[config.mk]
export PLATFORM = sky130hd
export DESIGN_NAME = hpw_host_port
export DESIGN_NICKNAME = d
export VERILOG_FILES = /design/src/rtl/hpw_pkg.sv /design/src/rtl/hpw_page_reg.sv /design/src/rtl/hpw_addr_latch.sv /design/src/rtl/hpw_half_pack.sv /design/src/rtl/hpw_bus_master.sv /design/src/rtl/hpw_host_port.sv
export SDC_FILE = /design/constraint.sdc
export NUM_CORES = 1
export LEC_CHECK = 0
export ABC_CLOCK_PERIOD_IN_PS = 4940
export BUFFER_PORTS_ARGS = -buffer_cell sky130_fd_sc_hd__buf_2
export CAP_MARGIN = 5
export CELL_PAD_IN_SITES_DETAIL_PLACEMENT = 1
export CELL_PAD_IN_SITES_GLOBAL_PLACEMENT = 1
export CORE_MARGIN = 2
export CORE_UTILIZATION = 40
export DETAILED_ROUTE_END_ITERATION = 7
export PLACE_DENSITY_LB_ADDON = 0.1
export SKIP_LAST_GASP = 1
export SYNTH_ARGS = -nofsm -noshare
export SYNTH_HDL_FRONTEND = slang
export SYNTH_HIERARCHICAL = 1
export SYNTH_SLANG_ARGS = --single-unit
[constraint.sdc]
create_clock -name clk -period 4.94 [get_ports clk]
set_clock_uncertainty 0.15 [all_clocks]
set_input_delay 0.988 -clock clk [delete_from_list [all_inputs] [get_ports clk]]
set_output_delay 0.988 -clock clk [all_outputs]
set_load 0.05 [all_outputs]
[src/rtl/hpw_pkg.sv]
package hpw_pkg;
  typedef enum logic [1:0] {
    HPW_MUX16   = 2'd0,
    HPW_MUX32   = 2'd1,
    HPW_SEP     = 2'd2,
    HPW_SEP_ALT = 2'd3
  } hpw_mode_e;

  function automatic logic is_sep(input hpw_mode_e m);
    return (m == HPW_SEP) || (m == HPW_SEP_ALT);
  endfunction
endpackage

[src/rtl/hpw_page_reg.sv]
module hpw_page_reg #(
  parameter int PW = 16
) (
  input  logic          clk,
  input  logic          rst_n,
  input  logic          we,
  input  logic [PW-1:0] wdata,
  output logic [PW-1:0] page_o
);
  logic [PW-1:0] page_q, page_d;

  always_comb begin
    page_d = page_q;
    if (we) page_d = wdata;
  end

  always_ff @(posedge clk or negedge rst_n) begin
    if (!rst_n) page_q <= '0;
    else        page_q <= page_d;
  end

  assign page_o = page_q;

  AST_PAGE_CPU_ONLY: assert property (@(posedge clk) disable iff (!rst_n)
    !we |=> $stable(page_q));
endmodule

[src/rtl/hpw_addr_latch.sv]
module hpw_addr_latch
  import hpw_pkg::*;
#(
  parameter int DW    = 32,
  parameter int OFS_W = 16,
  localparam int PW   = DW - OFS_W
) (
  input  logic             clk,
  input  logic             rst_n,
  input  hpw_mode_e        mode,
  input  logic             ale,
  input  logic [DW-1:0]    ad_i,
  input  logic [OFS_W-1:0] addr_i,
  input  logic             win_en,
  input  logic [PW-1:0]    page,
  output logic [DW-1:0]    eff_addr
);
  logic [DW-1:0] ale_q, ale_d;
  logic [DW-1:0] src;

  always_comb begin
    ale_d = ale_q;
    if (ale && !is_sep(mode)) begin
      if (mode == HPW_MUX32) ale_d = ad_i;
      else                   ale_d = {{PW{1'b0}}, ad_i[OFS_W-1:0]};
    end
  end

  always_ff @(posedge clk or negedge rst_n) begin
    if (!rst_n) ale_q <= '0;
    else        ale_q <= ale_d;
  end

  always_comb begin
    if (is_sep(mode)) src = {{PW{1'b0}}, addr_i};
    else              src = ale_q;
    if (win_en) eff_addr = {page, src[OFS_W-1:0]};
    else        eff_addr = src;
  end
endmodule

[src/rtl/hpw_half_pack.sv]
module hpw_half_pack #(
  parameter int DW = 32,
  localparam int HW = DW / 2
) (
  input  logic          clk,
  input  logic          rst_n,
  input  logic          mode16,
  input  logic          ale,
  input  logic          strobe_ok,
  input  logic          rnw,
  input  logic [DW-1:0] ad_i,
  output logic          issue,
  output logic          second_rd,
  output logic [DW-1:0] wdata
);
  logic          half_q, half_d;
  logic [HW-1:0] lo_q, lo_d;

  always_comb begin
    half_d = half_q;
    lo_d   = lo_q;
    if (ale) begin
      half_d = 1'b0;
    end else if (strobe_ok && mode16) begin
      half_d = ~half_q;
      if (!half_q && !rnw) lo_d = ad_i[HW-1:0];
    end
  end

  always_ff @(posedge clk or negedge rst_n) begin
    if (!rst_n) begin
      half_q <= 1'b0;
      lo_q   <= '0;
    end else begin
      half_q <= half_d;
      lo_q   <= lo_d;
    end
  end

  always_comb begin
    issue     = strobe_ok && (!mode16 || (rnw ? !half_q : half_q));
    second_rd = strobe_ok && mode16 && rnw && half_q;
    wdata     = mode16 ? {ad_i[HW-1:0], lo_q} : ad_i;
  end
endmodule

[src/rtl/hpw_bus_master.sv]
module hpw_bus_master #(
  parameter int DW = 32,
  localparam int HW = DW / 2
) (
  input  logic          clk,
  input  logic          rst_n,
  input  logic          mode16,
  input  logic          issue,
  input  logic          second_rd,
  input  logic [DW-1:0] addr,
  input  logic          we,
  input  logic [DW-1:0] wdata,
  output logic          m_req,
  output logic          m_we,
  output logic [DW-1:0] m_addr,
  output logic [DW-1:0] m_wdata,
  input  logic [DW-1:0] m_rdata,
  input  logic          m_ack,
  output logic [DW-1:0] rdata_o
);
  logic          busy_q, busy_d;
  logic          we_q, we_d;
  logic [DW-1:0] addr_q, addr_d, wd_q, wd_d, rd_q, rd_d;
  logic [HW-1:0] hi_q, hi_d;
  logic          done;

  assign done = busy_q && m_ack;

  always_comb begin
    busy_d = busy_q;
    we_d   = we_q;
    addr_d = addr_q;
    wd_d   = wd_q;
    rd_d   = rd_q;
    hi_d   = hi_q;
    if (issue) begin
      busy_d = 1'b1;
      we_d   = we;
      addr_d = addr;
      wd_d   = wdata;
    end else if (done) begin
      busy_d = 1'b0;
      if (!we_q) begin
        hi_d = m_rdata[DW-1:HW];
        rd_d = mode16 ? {{(DW-HW){1'b0}}, m_rdata[HW-1:0]} : m_rdata;
      end
    end else if (second_rd) begin
      rd_d = {{(DW-HW){1'b0}}, hi_q};
    end
  end

  always_ff @(posedge clk or negedge rst_n) begin
    if (!rst_n) begin
      busy_q <= 1'b0;
      we_q   <= 1'b0;
      addr_q <= '0;
      wd_q   <= '0;
      rd_q   <= '0;
      hi_q   <= '0;
    end else begin
      busy_q <= busy_d;
      we_q   <= we_d;
      addr_q <= addr_d;
      wd_q   <= wd_d;
      rd_q   <= rd_d;
      hi_q   <= hi_d;
    end
  end

  assign m_req   = busy_q;
  assign m_we    = we_q;
  assign m_addr  = addr_q;
  assign m_wdata = wd_q;
  assign rdata_o = rd_q;

  AST_REQ_HELD: assert property (@(posedge clk) disable iff (!rst_n)
    (m_req && !m_ack) |=> (m_req && $stable(m_addr) && $stable(m_wdata) && $stable(m_we)));
  AST_REQ_DROPS: assert property (@(posedge clk) disable iff (!rst_n)
    (m_req && m_ack) |=> !m_req);
endmodule

[src/rtl/hpw_host_port.sv]
module hpw_host_port
  import hpw_pkg::*;
#(
  parameter int DW    = 32,
  parameter int OFS_W = 16,
  localparam int PW   = DW - OFS_W
) (
  input  logic             clk,
  input  logic             rst_n,
  input  logic [1:0]       mode_sel,
  input  logic             win_en,
  input  logic             cpu_page_we,
  input  logic [PW-1:0]    cpu_page_wdata,
  input  logic             h_ale,
  input  logic             h_strobe,
  input  logic             h_rnw,
  input  logic [DW-1:0]    h_ad_i,
  input  logic [OFS_W-1:0] h_addr_i,
  output logic [DW-1:0]    h_rdata,
  output logic             h_ready,
  output logic             m_req,
  output logic             m_we,
  output logic [DW-1:0]    m_addr,
  output logic [DW-1:0]    m_wdata,
  input  logic [DW-1:0]    m_rdata,
  input  logic             m_ack
);
  hpw_mode_e     mode;
  logic          mode16, strobe_ok, issue, second_rd;
  logic [PW-1:0] page;
  logic [DW-1:0] eff_addr, pk_wdata;

  assign mode      = hpw_mode_e'(mode_sel);
  assign mode16    = (mode == HPW_MUX16);
  assign strobe_ok = h_strobe && !m_req;
  assign h_ready   = !m_req;

  hpw_page_reg #(.PW(PW)) u_page (
    .clk(clk), .rst_n(rst_n), .we(cpu_page_we), .wdata(cpu_page_wdata), .page_o(page)
  );

  hpw_addr_latch #(.DW(DW), .OFS_W(OFS_W)) u_addr (
    .clk(clk), .rst_n(rst_n), .mode(mode), .ale(h_ale), .ad_i(h_ad_i),
    .addr_i(h_addr_i), .win_en(win_en), .page(page), .eff_addr(eff_addr)
  );

  hpw_half_pack #(.DW(DW)) u_pack (
    .clk(clk), .rst_n(rst_n), .mode16(mode16), .ale(h_ale), .strobe_ok(strobe_ok),
    .rnw(h_rnw), .ad_i(h_ad_i), .issue(issue), .second_rd(second_rd), .wdata(pk_wdata)
  );

  hpw_bus_master #(.DW(DW)) u_bus (
    .clk(clk), .rst_n(rst_n), .mode16(mode16), .issue(issue), .second_rd(second_rd),
    .addr(eff_addr), .we(!h_rnw), .wdata(pk_wdata),
    .m_req(m_req), .m_we(m_we), .m_addr(m_addr), .m_wdata(m_wdata),
    .m_rdata(m_rdata), .m_ack(m_ack), .rdata_o(h_rdata)
  );

  AST_WINDOW_ADDR: assert property (@(posedge clk) disable iff (!rst_n)
    ($rose(m_req) && $past(win_en)) |-> (m_addr[DW-1:OFS_W] == $past(page)));
  AST_BUSY_STROBE_IGNORED: assert property (@(posedge clk) disable iff (!rst_n)
    (h_strobe && !h_ready) |=> ($stable(m_addr) && $stable(m_wdata) && $stable(m_we)));
  AST_READY_AFTER_ACK: assert property (@(posedge clk) disable iff (!rst_n)
    (m_req && m_ack) |=> h_ready);
  AST_WORD_ISSUE: assert property (@(posedge clk) disable iff (!rst_n)
    (h_strobe && h_ready && !mode16) |=> m_req);
endmodule

# Yosys cells after proc, flatten, opt, wreduce, memory -nomap -nowiden

Cells that the tools add are included.

Equality and inequality tests: 4
Mux-type cells: 13
Bitwise logic cells: 4
Reduce and logical (&&, ||, !) cells: 22

Operators with widths:

| operator             | count |
|---|---|
| $mux W32             | 8 |
| $reduce_and A3 Y1    | 3 |
| $logic_and A1 B1 Y1  | 8 |
| $reduce_bool A2 Y1   | 3 |
| $logic_not A1 Y1     | 5 |
| $mux W1              | 5 |
| $eq A2 B2 Y1 const B | 2 |
| $not A1 Y1           | 4 |
| $eq A2 B1 Y1 const B | 1 |
| $logic_not A2 Y1     | 1 |
| $logic_or A1 B1 Y1   | 2 |
| $ne A2 B2 Y1 const B | 1 |

Register bits: 179
Bits of input ports: 106
Output and inout port bits: 99
Logic and storage cells: 53

# Logic depth before layout (Yosys ltp)

Depth in word-level cells: 7
Mapped depth: 9
Gate-level depth less buffers: 7

# Cells and area by module

Netlist, hierarchy kept.

Modules (own cells, without submodules):

| module         | times used | cells each | area an instance (µm²) | seq. area each (µm²) |
|---|---|---|---|---|
| hpw_bus_master | 1          | 318        | 4540.6                 | 2852.7 |
| hpw_addr_latch | 1          | 142        | 1696.6                 | 800.8 |
| hpw_half_pack  | 1          | 81         | 1123.6                 | 425.4 |
| hpw_page_reg   | 1          | 34         | 649.4                  | 400.4 |
| hpw_host_port  | 1          | 4          | 17.5                   | 0.0 |

# Worst setup path after synthesis

No wires, ideal clock.

Kind: input -> register
Start point: input port h_strobe
End point: register u_bus.rd_q[10] (netlist: u_bus/rdata_o[10])
Library setup time: 125 ps
Arrival time: 2633 ps
Data required time: 4665 ps
Slack: 2032 ps
Stages on the path: 6
Buffers on the path: 1
Cell sequence: nor2b_1 a21boi_0 and4bb_1 a31oi_4 buf_4 mux2_2

Elaborated cells on any way between the ends: 8
Classes of those cells: 1 x bitwise; 7 x reduce/logical

RTL lines:

| what                               | line                 | source |
|---|---|---|
| start: declaration                 | hpw_host_port.sv:15  | `input logic h_strobe,` |
| $logic_and A1 B1 Y1                | hpw_host_port.sv:35  | `assign strobe_ok = h_strobe && !m_req;` |
| $logic_and A1 B1 Y1                | hpw_half_pack.sv:41  | `issue = strobe_ok && (!mode16 \|\| (rnw ? !half_q : half_q));` |
| named net issue                    | hpw_host_port.sv:29  | `logic mode16, strobe_ok, issue, second_rd;` |
| $not A1 Y1 (no source line)        | --                   |  |
| $reduce_and A3 Y1 (no source line) | --                   |  |
| end signal: assignment             | hpw_bus_master.sv:65 | `rd_q <= rd_d;` |
| end: declaration                   | hpw_bus_master.sv:23 | `logic [DW-1:0] addr_q, addr_d, wd_q, wd_d, rd_q, rd_d;` |

The timed path passes the listed nets, and every way through them passes these cells.
A chain may end at the register's enable or synchronous reset.

# Worst setup path after layout

Start point: input port mode_sel[1]
End point: register u_bus.rd_q[2] (netlist: u_bus/rdata_o[2])

Cells in the longest elaborated chain, start to end: 6
Elaborated cells on any way between the ends: 10
Classes of those cells: 1 x bitwise; 9 x reduce/logical

Ends and longest elaborated chain:

| what                                | line                | source |
|---|---|---|
| start: declaration                  | hpw_host_port.sv:10 | `input logic [1:0] mode_sel,` |
| $logic_not A2 Y1                    | hpw_host_port.sv:34 | `assign mode16 = (mode == HPW_MUX16);` |
| named net mode16                    | hpw_host_port.sv:29 |  |
| $logic_and A1 B1 Y1 (3 in series)   | hpw_half_pack.sv:42 | `second_rd = strobe_ok && mode16 && rnw && half_q;` |
| named net second_rd                 | hpw_host_port.sv:29 |  |
| $reduce_bool A2 Y1 (no source line) | --                  |  |
| $reduce_and A3 Y1 (no source line)  | --                  |  |

The timed path passes the listed nets, and every way through them passes these cells.

==> impl_results.md <==
- CTS Sinks: 179
- Initial antenna violation count: 2
- Min setup slack post-route: about 1.7 ns
- Actual slew at the worst max-slew pin: approximately 1.2 ns
- Antenna Nets Post-Route: 0
- # placed instances: between 1,000 and 1,500
- CTS tree: done
- Initial Utilization: 41.0%
- DRT Wirelength: 20,300 µm
- Worst hold margin: roughly 0.33 ns
- Share of cells above drive strength 1: 54.8%
- Post-synth top area share: 55.8%
- Async SR Flop Fraction: between 90% and 100%
- # diodes: 0
- Fmax: ~0.3 GHz
- Die height: roughly 150 µm
- Hold EP: u_bus/rdata_o[31]$_DFFE_PN0P_
- IO Pins: between 200 and 250
- Avg WL per Cell: approximately 19 µm
- Hold Crit Class: reg2reg
- # setup viols final: 0
- # rows: roughly 50
- Worst reg-to-reg path cell count: 5
- Worst Setup SP: mode_sel[1]
- Total GRT Usage: around 20%
- Slowest-stage cell, CP: buf_4
- Global-route wire length before repair: ~33,000 µm
- WS Path Type: in2reg
- Reg2reg end: u_bus/rdata_o[14]$_DFFE_PN0P_
- Seq cells post-synth: about 180
- # port buffers: 204
- CP delay by family, top: buffers and inverters
- Post-synthesis area per instance: ~14 µm²
- Critical path arrival: roughly 3.4 ns
- Post-synth top area cell: dfrtp_1
- Finished Core Util: between 40% and 50%
- CTS clk-pin slew, worst paths: approximately 0.070 ns
- CP Cell Sequence: buf_2 -> nor2_4 -> buf_4 -> nand2_1 -> nor3_1 -> a31oi_4 -> mux2_1
- Crit end category: register
- Sw frac: around two fifths
- Distinct cells, synth: 33
- RSZ-0062 raised after global routing: false
- Total CTS buffers: 17
- HPWL Detailed: 14,200 µm
- Layout area overhead: 21.5%
- Clock Latency Late Sink: about 0.42 ns
- Top cells by area, synth: dfrtp_1 (56%), mux2_2 (22%), mux2_4 (4.7%)
- EDFF count, synth: 0
- Hold Startpoint: u_bus/rdata_o[31]$_DFFE_PN0P_
- DRC: 0
- Number of global-route vias before repair: between 5,000 and 6,000
- Leak: between 4 and 5 nW
- Crit path time final: approximately 3.3 ns
- Sequential fraction of the synthesis area: 55.8%
- Buffer count from post-CTS setup fixing: 0
- Worst VDD drop: between 200 and 250 µV
- Psw: about 2.1 mW
- CP Launch Type: input port
- Post-synthesis cell count: roughly 580
- Largest net degree at the start of global routing: approximately 130
- Sequential fraction of design power: about two fifths
- Core area: between 15,000 and 20,000 µm²
- Buf/Inv on CP: 2
- Slowest stage delay, CP: 0.56 ns
- Final Hold Viols: 0
- WHS Path Cells: 1
- Fillcell total: between 2,000 and 2,500
- Overflow after GRT: 0
- Max Buffers Root-to-Sink: 2
- Total negative setup slack: 0 ns
- Starting DRT DRC Count: between 200 and 300
- Place WS: between 1 and 1.5 ns
- Root buffer cell: clkbuf_16
- Logic gate share of total power: 36.3%
- Internal: ~3.1 mW
- Reg-to-Reg Start: u_bus/m_req$_DFFE_PN0P_
- Relative slew slack: around 18%
- Max cap viols: 0
- Status: complete, no violations
- Ys Warns: 6
- Total Die Area: 21,200 µm²
- CTS Hold Bufs: 0
- GP Congestion: roughly 0.76
- Pre-antenna DRT Iters: 4
- Vias: 5,234
- Layout Nets: 877
- Post-route cell area: 9750 µm²
- Die W: approximately 150 µm
- Mapped Area: around 8000 µm²
- Crit path max fanout: 52
- Ys flop type: dfrtp_1
- Period Utilization, post-route: 66.5%
- Clk pwr share: between 20% and 30%
- CTS resizes: 0
- H-tree Lvls: 4
- PwrDens: approximately 540 nW/µm²
- Max-slew violation count: 0
- Post-Syn Nets: about 690
- Non-Filler Instances: 1,048
- Overall power: 5.24 mW
- Top-count cell post-synth: dfrtp_1
- Worst R2R Setup Slack: approximately 2.0 ns
- Leading cell types by count after synthesis: dfrtp_1 (179), mux2_2 (154), inv_1 (38), nand2_1 (36), mux2_4 (25)
- Area after DPL: 9210 µm²
- CP required: 5.09 ns
- DR vias/cell: between 4 and 5
registers in the layout (all words and copies together) (netlist names):
| register | flops |
|---|---|
| u_addr/ale_q | 32 |
| u_bus/m_addr | 32 |
| u_bus/m_wdata | 32 |
| u_bus/rdata_o | 32 |
| u_bus/hi_q | 16 |
| u_pack/lo_q | 16 |
| u_page/page_o | 16 |
| u_bus/m_req | 1 |
| u_bus/m_we | 1 |
| u_pack/half_q | 1 |
metal layers:
| layer | GRT usage (%) | wire, µm |
|---|---|---|
| met5 | 0 | 26 |
| met4 | 5.39 | 310 |
| met3 | 6.77 | 1280 |
| met2 | 31.6 | 9560 |
| met1 | 25.6 | 9120 |
worst max path at each step:
stage | to | cells after the start
floorplan | u_bus/rdata_o[10]$_DFFE_PN0P_ | 6
global placement | u_bus/rdata_o[15]$_DFFE_PN0P_ | 7
detailed placement | u_bus/rdata_o[2]$_DFFE_PN0P_ | 7
CTS | u_bus/rdata_o[2]$_DFFE_PN0P_ | 7
global route | u_bus/rdata_o[2]$_DFFE_PN0P_ | 7
finish | u_bus/rdata_o[2]$_DFFE_PN0P_ | 7
cell type report:
| class | count | area, µm² | area share (%) |
|---|---|---|---|
| clock buffers | 18 | 439 | 4.50 |
| multi-input cells | 324 | 3180 | 32.6 |
| clock inverters | 14 | 106 | 1.09 |
| inverters | 38 | 143 | 1.46 |
| well taps | 265 | 332 | 3.40 |
| flip-flops and latches | 179 | 4480 | 45.9 |
| repair buffers | 210 | 1070 | 11.0 |
layout by cell type (no fill, tap or decap), types with 2 or more instances in the layout:
| cell | instances |
|---|---|
| o21ai_0 | 16 |
| mux2_1 | 14 |
| nor4_1 | 15 |
| a21o_1 | 16 |
| clkinv_2 | 4 |
| nand2_1 | 36 |
| clkinv_4 | 3 |
| mux2i_1 | 16 |
| inv_1 | 38 |
| buf_2 | 203 |
| dfrtp_1 | 179 |
| mux2_2 | 154 |
| clkinvlp_4 | 3 |
| clkbuf_16 | 17 |
| mux2_4 | 25 |
| buf_4 | 6 |
| a22o_1 | 15 |
| inv_6 | 3 |
| clkbuf_8 | 2 |
logic make-up after synthesis:
family          after synthesis  share of synthesized area, %
buf+inv                      76                          4.97
flops                       179                          55.8
compound gates               52                          4.77
fa+ha+maj                     1                         0.156
simple gates                 62                          4.07
mux                         209                          30.2
power groups by stage:
stage	Combinational [mW]	Sequential, mW	Clock (mW)
floorplan	0.578	2.93	0
global placement	1.88	2.08	0
detailed placement	1.92	2.11	0
CTS	1.93	2.09	1.30
global route	2.01	2.14	1.37
finish	1.90	2.08	1.26
Note: power is estimated with default switching activity, not from simulation.
